<file path="config.mk">
export PLATFORM = sky130hd
export DESIGN_NAME = sdr_init_refresh
export DESIGN_NICKNAME = d
export VERILOG_FILES = /design/src/rtl/sdr_seq_pkg.sv /design/src/rtl/sdr_cycle_timer.sv /design/src/rtl/sdr_init_fsm.sv /design/src/rtl/sdr_refresh_ctl.sv /design/src/rtl/sdr_init_refresh.sv
export SDC_FILE = /design/constraint.sdc
export NUM_CORES = 1
export LEC_CHECK = 0
export ABC_AREA = 0
export BUFFER_PORTS_ARGS = -buffer_cell sky130_fd_sc_hd__buf_2
export CORE_MARGIN = 4
export CORE_UTILIZATION = 35
export DETAILED_ROUTE_END_ITERATION = 12
export PLACE_DENSITY = 0.57
export SYNTH_ARGS = -nofsm -noshare
export SYNTH_HDL_FRONTEND = slang
export SYNTH_HIERARCHICAL = 1
export SYNTH_SLANG_ARGS = --single-unit
export TNS_END_PERCENT = 20
</file>
<file path="constraint.sdc">
create_clock -name clk -period 2.4 [get_ports clk]
set_clock_uncertainty 0.2 [all_clocks]
set_input_delay 0.6 -clock clk [delete_from_list [all_inputs] [get_ports clk]]
set_output_delay 0.6 -clock clk [all_outputs]
set_load 0.03 [all_outputs]
</file>
<file path="src/rtl/sdr_seq_pkg.sv">
package sdr_seq_pkg;

  typedef enum logic [1:0] {
    SDR_NONE          = 2'd0,
    SDR_PRECHARGE_ALL = 2'd1,
    SDR_AUTO_REFRESH  = 2'd2,
    SDR_LOAD_MODE     = 2'd3
  } sdr_cmd_e;

  typedef enum logic [2:0] {
    INIT_PRE = 3'd0,
    INIT_REF = 3'd1,
    INIT_LMR = 3'd2,
    INIT_MRD = 3'd3,
    INIT_RUN = 3'd4
  } sdr_init_state_e;

  // Delay rounded up to whole cycles, never below one cycle.
  function automatic int unsigned cycles_at_least(input int unsigned ns, input int unsigned clk_ps);
    logic [63:0] ps;
    logic [63:0] c;
    ps = 64'(ns) * 64'd1000;
    c  = (ps + 64'(clk_ps) - 64'd1) / 64'(clk_ps);
    if (c < 64'd1) c = 64'd1;
    return int'(c[31:0]);
  endfunction

  // Interval rounded down to whole cycles, never below one cycle.
  function automatic int unsigned cycles_at_most(input int unsigned ns, input int unsigned clk_ps);
    logic [63:0] ps;
    logic [63:0] c;
    ps = 64'(ns) * 64'd1000;
    c  = ps / 64'(clk_ps);
    if (c < 64'd1) c = 64'd1;
    return int'(c[31:0]);
  endfunction

  function automatic int unsigned max4(input int unsigned a, input int unsigned b,
                                       input int unsigned c, input int unsigned d);
    int unsigned m;
    m = a;
    if (b > m) m = b;
    if (c > m) m = c;
    if (d > m) m = d;
    return m;
  endfunction

  function automatic int unsigned bits_for(input int unsigned v);
    return (v < 2) ? 1 : $clog2(v + 1);
  endfunction

endpackage

</file>
<file path="src/rtl/sdr_cycle_timer.sv">
module sdr_cycle_timer #(
  parameter int unsigned W       = 8,
  parameter int unsigned RST_VAL = 0
) (
  input  logic         clk,
  input  logic         rst_n,
  input  logic         load,
  input  logic [W-1:0] load_val,
  output logic         expired
);

  logic [W-1:0] cnt;

  always_ff @(posedge clk or negedge rst_n) begin
    if (!rst_n)           cnt <= W'(RST_VAL);
    else if (load)        cnt <= load_val;
    else if (cnt != '0)   cnt <= cnt - 1'b1;
  end

  assign expired = (cnt == '0);

endmodule

</file>
<file path="src/rtl/sdr_init_fsm.sv">
module sdr_init_fsm
  import sdr_seq_pkg::*;
#(
  parameter int unsigned PU_CYC  = 5000,
  parameter int unsigned RP_CYC  = 1,
  parameter int unsigned RFC_CYC = 4,
  parameter int unsigned MRD_CYC = 2,
  parameter int unsigned NREF    = 2,
  parameter int unsigned W       = 13
) (
  input  logic       clk,
  input  logic       rst_n,
  output logic       cmd_valid,
  output logic [1:0] cmd_code,
  output logic       ready,
  output logic       run_start
);

  localparam int unsigned CNT_W = bits_for(NREF);

  sdr_init_state_e state, state_nxt;
  sdr_cmd_e        cmd;
  logic            tmr_load;
  logic [W-1:0]    tmr_val;
  logic            tmr_expired;
  logic [CNT_W-1:0] ref_cnt;
  logic            ref_issued;

  sdr_cycle_timer #(.W(W), .RST_VAL(PU_CYC)) u_step_timer (
    .clk      (clk),
    .rst_n    (rst_n),
    .load     (tmr_load),
    .load_val (tmr_val),
    .expired  (tmr_expired)
  );

  always_comb begin
    state_nxt = state;
    cmd       = SDR_NONE;
    tmr_load  = 1'b0;
    tmr_val   = '0;
    unique case (state)
      INIT_PRE: if (tmr_expired) begin
        cmd       = SDR_PRECHARGE_ALL;
        tmr_load  = 1'b1;
        tmr_val   = W'(RP_CYC - 1);
        state_nxt = INIT_REF;
      end
      INIT_REF: if (tmr_expired) begin
        cmd      = SDR_AUTO_REFRESH;
        tmr_load = 1'b1;
        tmr_val  = W'(RFC_CYC - 1);
        if (ref_cnt == CNT_W'(NREF - 1)) state_nxt = INIT_LMR;
      end
      INIT_LMR: if (tmr_expired) begin
        cmd       = SDR_LOAD_MODE;
        tmr_load  = 1'b1;
        tmr_val   = W'(MRD_CYC - 1);
        state_nxt = INIT_MRD;
      end
      INIT_MRD: if (tmr_expired) state_nxt = INIT_RUN;
      default: ;
    endcase
  end

  assign ref_issued = (cmd == SDR_AUTO_REFRESH);

  always_ff @(posedge clk or negedge rst_n) begin
    if (!rst_n) begin
      state   <= INIT_PRE;
      ref_cnt <= '0;
    end else begin
      state <= state_nxt;
      if (ref_issued) ref_cnt <= ref_cnt + 1'b1;
    end
  end

  assign cmd_valid = (cmd != SDR_NONE);
  assign cmd_code  = cmd;
  assign run_start = (state == INIT_MRD) && tmr_expired;
  assign ready     = (state == INIT_RUN) || run_start;

  AST_ALL_INIT_REFRESHES: assert property (@(posedge clk) disable iff (!rst_n) (cmd_valid && cmd_code == SDR_LOAD_MODE) |-> (ref_cnt == CNT_W'(NREF)));
  AST_READY_STAYS: assert property (@(posedge clk) disable iff (!rst_n) ready |=> ready);
  AST_QUIET_AFTER_READY: assert property (@(posedge clk) disable iff (!rst_n) ready |-> !cmd_valid);

endmodule

</file>
<file path="src/rtl/sdr_refresh_ctl.sv">
module sdr_refresh_ctl #(
  parameter int unsigned REFI_CYC = 781,
  parameter int unsigned W        = 10
) (
  input  logic clk,
  input  logic rst_n,
  input  logic start,
  input  logic ref_ack,
  output logic ref_req
);

  logic running;
  logic take;
  logic interval_done;

  always_ff @(posedge clk or negedge rst_n) begin
    if (!rst_n)     running <= 1'b0;
    else if (start) running <= 1'b1;
  end

  assign take = ref_req && ref_ack;

  sdr_cycle_timer #(.W(W), .RST_VAL(0)) u_interval_timer (
    .clk      (clk),
    .rst_n    (rst_n),
    .load     (start || take),
    .load_val (W'(REFI_CYC - 1)),
    .expired  (interval_done)
  );

  assign ref_req = running && interval_done;

  AST_REQ_HELD: assert property (@(posedge clk) disable iff (!rst_n) (ref_req && !ref_ack) |=> ref_req);
  AST_ACK_CLEARS: assert property (@(posedge clk) disable iff (!rst_n) (REFI_CYC > 1 && ref_req && ref_ack) |=> !ref_req);

endmodule

</file>
<file path="src/rtl/sdr_init_refresh.sv">
module sdr_init_refresh
  import sdr_seq_pkg::*;
#(
  parameter int unsigned CLK_PERIOD_PS  = 20000,
  parameter int unsigned PWRUP_NS       = 100000,
  parameter int unsigned REFRESH_NS     = 15625,
  parameter int unsigned TRFC_NS        = 70,
  parameter int unsigned TRP_NS         = 20,
  parameter int unsigned TMRD_CYC       = 2,
  parameter int unsigned INIT_REFRESHES = 2,
  parameter int unsigned CAS_LATENCY    = 3,
  parameter int unsigned MODE_W         = 12
) (
  input  logic              clk,
  input  logic              rst_n,
  input  logic              ref_ack,
  output logic              cmd_valid,
  output logic [1:0]        cmd_code,
  output logic [MODE_W-1:0] mode_word,
  output logic              cke,
  output logic              ready,
  output logic              ref_req
);

  localparam int unsigned PU_CYC   = cycles_at_least(PWRUP_NS, CLK_PERIOD_PS);
  localparam int unsigned RP_CYC   = cycles_at_least(TRP_NS, CLK_PERIOD_PS);
  localparam int unsigned RFC_CYC  = cycles_at_least(TRFC_NS, CLK_PERIOD_PS);
  localparam int unsigned MRD_CYC  = (TMRD_CYC < 1) ? 1 : TMRD_CYC;
  localparam int unsigned REFI_CYC = cycles_at_most(REFRESH_NS, CLK_PERIOD_PS);
  localparam int unsigned INIT_W   = bits_for(max4(PU_CYC, RP_CYC, RFC_CYC, MRD_CYC));
  localparam int unsigned REFI_W   = bits_for(REFI_CYC);

  logic run_start;

  sdr_init_fsm #(
    .PU_CYC  (PU_CYC),
    .RP_CYC  (RP_CYC),
    .RFC_CYC (RFC_CYC),
    .MRD_CYC (MRD_CYC),
    .NREF    (INIT_REFRESHES),
    .W       (INIT_W)
  ) u_init (
    .clk       (clk),
    .rst_n     (rst_n),
    .cmd_valid (cmd_valid),
    .cmd_code  (cmd_code),
    .ready     (ready),
    .run_start (run_start)
  );

  sdr_refresh_ctl #(
    .REFI_CYC (REFI_CYC),
    .W        (REFI_W)
  ) u_refresh (
    .clk     (clk),
    .rst_n   (rst_n),
    .start   (run_start),
    .ref_ack (ref_ack),
    .ref_req (ref_req)
  );

  // CAS latency in bits 6:4, sequential bursts of one word.
  assign mode_word = MODE_W'(CAS_LATENCY << 4);
  assign cke       = 1'b1;

  AST_NO_REQ_IN_INIT: assert property (@(posedge clk) disable iff (!rst_n) !ready |-> !ref_req);

endmodule

</file>
After elaboration in Yosys (flattened, before gate mapping)
Cells that the tools add are included.
{"block": "word_totals", "regBits": 29, "input_bits": 3, "out_inout_bits": 18}
{"block": "op_classes", "addsub": 3, "eq_ne": 11, "muxes": 19, "n_reduce_logical": 16}
{"op": "$mux 13", "n": 2}
{"op": "$pmux 13 s2", "n": 1}
{"op": "$mux 10", "n": 2}
{"op": "$mux 3", "n": 5}
{"op": "$logic_not 13->1", "n": 1}
{"op": "$reduce_bool 13->1", "n": 1}
{"op": "$sub 13x1->13 const B", "n": 1}
{"op": "$pmux 3 s4", "n": 1}
{"op": "$logic_not 10->1", "n": 1}
{"op": "$ne 2x1->1 const B", "n": 5}
{"op": "$reduce_bool 10->1", "n": 1}
{"op": "$sub 10x1->10 const B", "n": 1}
{"op": "$eq 3x2->1 const B", "n": 2}
{"op": "$mux 2", "n": 3}
{"op": "$pmux 2 s3", "n": 1}
{"op": "$reduce_and 6->1", "n": 1}
{"op": "$reduce_bool 2->1", "n": 3}
{"op": "$mux 1", "n": 4}
{"op": "$reduce_bool 4->1", "n": 1}
{"op": "$eq 3x1->1 const B", "n": 1}
{"op": "$eq 3x3->1 const B", "n": 1}
{"op": "$logic_and 1x1->1", "n": 3}
{"op": "$logic_not 3->1", "n": 1}
{"op": "$reduce_or 3->1", "n": 1}
{"op": "4 further kinds", "n": 5}

Logic depth before layout (Yosys ltp)
{"block": "depth", "word_depth": 5, "mapped_depth": 13, "depth_no_buf": 11}

Cells and area by module
Netlist, hierarchy kept.
{"mod": "sdr_cycle_timer at u_init.u_step_timer", "n_inst": 1, "cells_per_inst": 82, "area_each_um2": 773.2, "seq_area_each_um2": 331.6}
{"mod": "sdr_cycle_timer at u_refresh.u_interval_timer", "n_inst": 1, "cells_per_inst": 67, "area_each_um2": 594.3, "seq_area_each_um2": 250.2}
{"mod": "sdr_init_fsm", "n_inst": 1, "cells_per_inst": 29, "area_each_um2": 312.8, "seq_area_each_um2": 125.1}
{"mod": "sdr_init_refresh", "n_inst": 1, "cells_per_inst": 15, "area_each_um2": 105.1, "seq_area_each_um2": 0.0}
{"mod": "sdr_refresh_ctl", "n_inst": 1, "cells_per_inst": 6, "area_each_um2": 55.1, "seq_area_each_um2": 25.0}

Worst setup path before layout
No wires, ideal clock.
{"block": "synth_timing", "path_kind": "register to register", "start": "reg u_init.u_step_timer.cnt[6]", "end": "reg u_refresh.u_interval_timer.cnt[5]", "setup_ps": 142, "t_arrival_ps": 2291, "t_required_ps": 2058, "slack_ps": -232, "stages_incl_launch_ff": 12, "path_cell_list": "dfrtp_1 > nor4_2 > nand4b_1 > inv_2 > and3b_4 > and2_2 > a31o_2 > clkbuf_1 > inv_1 > clkbuf_1 > nor2_1 > a211oi_1"}
{"block": "synth_between", "elab_chain_cells": 4, "elab_cells_between_ends": 5, "cone_classes": "mux: 1; reduce/logical: 4"}
{"item": "start: declaration", "line_no": "sdr_cycle_timer.sv:12", "text": "logic [W-1:0] cnt;"}
{"item": "start signal: assignment", "line_no": "sdr_cycle_timer.sv:15", "text": "if (!rst_n) cnt <= W'(RST_VAL);"}
{"item": "start signal: assignment", "line_no": "sdr_cycle_timer.sv:16", "text": "else if (load) cnt <= load_val;"}
{"item": "start signal: assignment", "line_no": "sdr_cycle_timer.sv:17", "text": "else if (cnt != '0) cnt <= cnt - 1'b1;"}
{"item": "$logic_not 13->1 (*)", "line_no": "sdr_cycle_timer.sv:20", "text": "assign expired = (cnt == '0);"}
{"item": "net u_init.tmr_expired", "line_no": "sdr_init_fsm.sv:25", "text": "logic tmr_expired;"}
{"item": "$logic_and 1x1->1 (*)", "line_no": "sdr_init_fsm.sv:80", "text": "assign run_start = (state == INIT_MRD) && tmr_expired;"}
{"item": "net run_start", "line_no": "sdr_init_refresh.sv:33", "text": "logic run_start;"}
{"item": "$logic_or 1x1->1 (*)", "line_no": "sdr_refresh_ctl.sv:26", "text": ".load (start || take),"}
{"item": "$mux 10 / $reduce_bool 2->1 (equally long branches)"}
{"item": "end signal: assignment", "line_no": "sdr_cycle_timer.sv:15"}
{"item": "end signal: assignment", "line_no": "sdr_cycle_timer.sv:16"}
{"item": "end signal: assignment", "line_no": "sdr_cycle_timer.sv:17"}
{"item": "end: declaration", "line_no": "sdr_cycle_timer.sv:12"}
The timed path passes the listed nets; every way through them passes the cells marked *.
A chain may end at the register's enable or synchronous reset.

Final worst setup path
{"block": "layout_timing", "start": "reg u_init.u_step_timer.cnt[10]", "end": "out ready"}
{"block": "layout_between", "elab_chain_cells": 3}
{"item": "$logic_not 13->1", "line_no": "sdr_cycle_timer.sv:20"}
{"item": "net u_init.tmr_expired", "line_no": "sdr_init_fsm.sv:25"}
{"item": "$logic_and 1x1->1", "line_no": "sdr_init_fsm.sv:80"}
{"item": "$logic_or 1x1->1", "line_no": "sdr_init_fsm.sv:81", "text": "assign ready = (state == INIT_RUN) || run_start;"}
{"item": "end: declaration", "line_no": "sdr_init_refresh.sv:21", "text": "output logic ready,"}
The timed path passes the listed nets, and every way through them passes these cells.

==> summary.txt <==
Route
  • Drt first pass iters: 4
  • DR top layer: met4
  • Drt initial violations: 59
  • WL/cell: 11.6 um
  • DRC: 0
  • Routed Antenna Nets: 0
  • Met1 wire length: 1.72 mm
  • Vias per cell: 4.30
  • Vias: about 1400
  • Met2 wire len: 1.90 mm
  • Met3 routed WL: 128 um
  • Routed WL: 3.77 mm

STA
  • Max Slew Vio Count: 0
  • Setup WS post-layout: -189 ps
  • Slew margin rel.: between 50% and 60%
  • Setup Viol. Count Final: 9
  • Unrepaired setup endpoints after global routing: yes
  • Fin crit period: 2590 ps
  • Fin Setup TNS: -692 ps
  • Max Fclk: 386 MHz
  • Fin. Hold Viols: 0
  • Period utilisation layout: 108%
  • Slew @ Worst Pin: 672 ps

Synthesis
  • Post-Syn Area: 1840 sq um
  • Sequential area share after synthesis: 39.8%
  • Post-Syn Instances: 199
  • Main area contributors after synthesis: dfrtp_1, dfstp_2, buf_4
  • Top_reg_cell synth: dfrtp_1
  • Post-synth EDFFs: 0
  • FFs w/ async S/R, synth: 100%
  • Cell taking the most area after synthesis: dfrtp_1
  • Ys Warns: 6
  • #FFs+latches synth: 29
  • Cell variety after synth: between 40 and 50
  • Syn Area/Cell: 9.25 sq um
  • Share of the synthesized area in the top cell type: 32.6%

Clocking
  • Clock tree root buffer cell: clkbuf_8
  • CTS buffer count: 5
  • Largest buffer count on any clock path: 2
  • CTS H-tree depth: 2
  • Hold buffers post-CTS: 0
  • CTS Sinks: 29
  • Worst-Skew Late Latency: about 280 ps
  • Clk slew on worst S/H paths: 60 ps
  • CTS tree: done

Critical path
  • R2R cell count: 9
  • R2R Path Start: u_init/u_step_timer/cnt[10]
  • CP max FO: 4
  • Critical path startpoint category: flip-flop
  • Crit path arrival time: 1790 ps
  • Setup slack, reg-to-reg: -80 ps
  • CP Class: flip-flop to primary output
  • Worst r2r dst: u_refresh/u_interval_timer/cnt[1]
  • Critical Path RT: 1600 ps
  • CP endpoint kind: primary output

Cells and area
  • Fill cells: 499
  • Share of cells above drive strength 1: roughly a third
  • Final nets: 262
  • Commonest cells after routing, fill and taps aside: buf_4, conb_1, dfrtp_1, nand2_1, nor2_1
  • Ant diodes: 0
  • Most common cell after layout, fill and taps aside: buf_4
  • Synthesis-to-finish area growth: 32.0%
  • Final non-filler cell total: about 330

Global route
  • First-pass GRT wire length: 6.33 mm
  • Overall routing resource usage: 12.6%
  • Initial antenna violation count: 0
  • GR Overflow Total: 0
  • Largest net degree at the start of global routing: 30
  • Number of global-route vias before repair: 1400

Pwr
  • Tot Pwr: 1060 uW
  • Peak VDD IR: 0.000318 V
  • P_leak: 0.00107 uW
  • Power density over cell area: 438 nW/um^2

Place
  • # placed instances: 310
  • DP Wirelength: ~2.6 mm
  • Gp weighted congestion: 0.757
  • PortBufs: 7

Floorplan
  • DIE AREA: 6480 sq um
  • IO Count: 21
  • Placement Rows: 26
  • Die Wd: 80.5 um
  • Initial Util: 36.0%
  • Core Area: roughly 5000 sq um
  • Die height: around 80 um

Job
  • Max_cap viols: 0

Run status
  • Failing checks: setup timing
  • Status: complete, but fails checks

Min path
  • Hold Crit Class: primary input to async pin
## power breakdown
group | leakage (uW) | internal, uW | switching (uW)
registers | 0.000342 | 489 | 0
logic | 0.000674 | 1.27 | 40.7
clock network | 0.0000574 | 337 | 195
## stage by stage
| step | worst slack, ps | hold slack, ps | util (%) | cell area [sq um] |
|---|---|---|---|---|
| after floorplan | -33.2 | 104 | - | 1980 |
| after global placement | -15.0 | 269 | 42.0 | 2140 |
| final | -189 | 156 | 47.6 | 2430 |
| after CTS | -190 | 176 | 46.6 | 2380 |
| after detailed placement | 5.22 | 265 | 42.0 | 2140 |
| after global routing | -318 | 208 | 47.6 | 2430 |
## state kept, by name (all words and copies together) (netlist names)
register and cells:
u_init/u_step_timer/cnt 13, u_refresh/u_interval_timer/cnt 10, u_init/state 3, u_init/ref_cnt 2, u_refresh/running 1
## synth_stat cells (2+ instances only)
| cell | instances |
|---|---|
| o31ai_1 | 2 |
| nor4_2 | 2 |
| buf_4 | 13 |
| mux2_2 | 3 |
| inv_1 | 8 |
| nor2_1 | 19 |
| a211oi_1 | 2 |
| a31o_2 | 2 |
| xor2_1 | 7 |
| a21oi_1 | 7 |
| and2_2 | 2 |
| nand3_1 | 5 |
| nor3b_1 | 2 |
| nor3_1 | 3 |
| o21ai_0 | 9 |
| or3_1 | 2 |
| nand2b_1 | 4 |
| xnor2_1 | 11 |
| nor2b_1 | 4 |
| nor4_1 | 3 |
| o21ai_1 | 4 |
| nor4_4 | 2 |
| nand2_1 | 22 |
| clkbuf_1 | 4 |
| ha_1 | 4 |
| dfrtp_1 | 24 |
| mux2i_1 | 6 |
| dfstp_2 | 5 |
| conb_1 | 5 |
## kinds of logic (layout without fill, tap and decap cells)
| family | Yosys count | count (layout) | synth area share (%) |
|---|---|---|---|
| fa+ha+maj | 4 | 4 | 2.72 |
| compound gates | 28 | 28 | 9.04 |
| xor+xnor | 18 | 18 | 8.57 |
| simple gates | 76 | 76 | 23.9 |
| flops | 29 | 29 | 39.8 |
| other cells | 5 | 34 | 1.02 |
| mux | 10 | 10 | 5.91 |
| buf+inv | 29 | 57 | 9.04 |
## worst max-delay path, cell delays in order (launching register included)
cell and delay [ps]:
dfrtp_1 410, nor4_4 310, nand4b_1 200, inv_2 140
and3b_4 210, a22o_4 120, buf_6 120
## cell type report
class / instances / area (sq um) / share of cell area [%]
Clock buffer: 6 / 82.6 / 3.40
Multi-Input combinational cell: 170 / 1150 / 47.2
Inverter: 9 / 37.5 / 1.55
Sequential cell: 29 / 733 / 30.2
Timing Repair Buffer: 40 / 303 / 12.5
Tap cell: 70 / 87.6 / 3.61
Clock inverter: 2 / 37.5 / 1.55
## what timing repair did
| action | in CTS | in global routing |
|---|---|---|
| gates resized for setup | 22 | 6 |
| setup endpoints to repair | 5 | 17 |
| pin swaps | 5 | 1 |
| buffers inserted | 5 | 3 |
## metal layers
metal  track usage [%]  vias up
li1                  -      734
met1              15.6      645
met2              21.5       21
met3              3.36        2
met4              3.55        0
met5                 0        -
## how the worst max path moves through the flow
| stage | endpoint | slack (ps) | from |
|---|---|---|---|
| floorplan | cmd_valid | -30 | u_init/u_step_timer/cnt[6] |
| finish | ready | -190 | u_init/u_step_timer/cnt[10] |
| global route | ready | -320 | u_init/u_step_timer/cnt[1] |
| global placement | ready | -20 | u_init/u_step_timer/cnt[1] |
| detailed placement | ready | 5 | u_init/u_step_timer/cnt[10] |
| CTS | ready | -190 | u_init/u_step_timer/cnt[1] |
No activity file was read; power rests on OpenSTA's default activity.
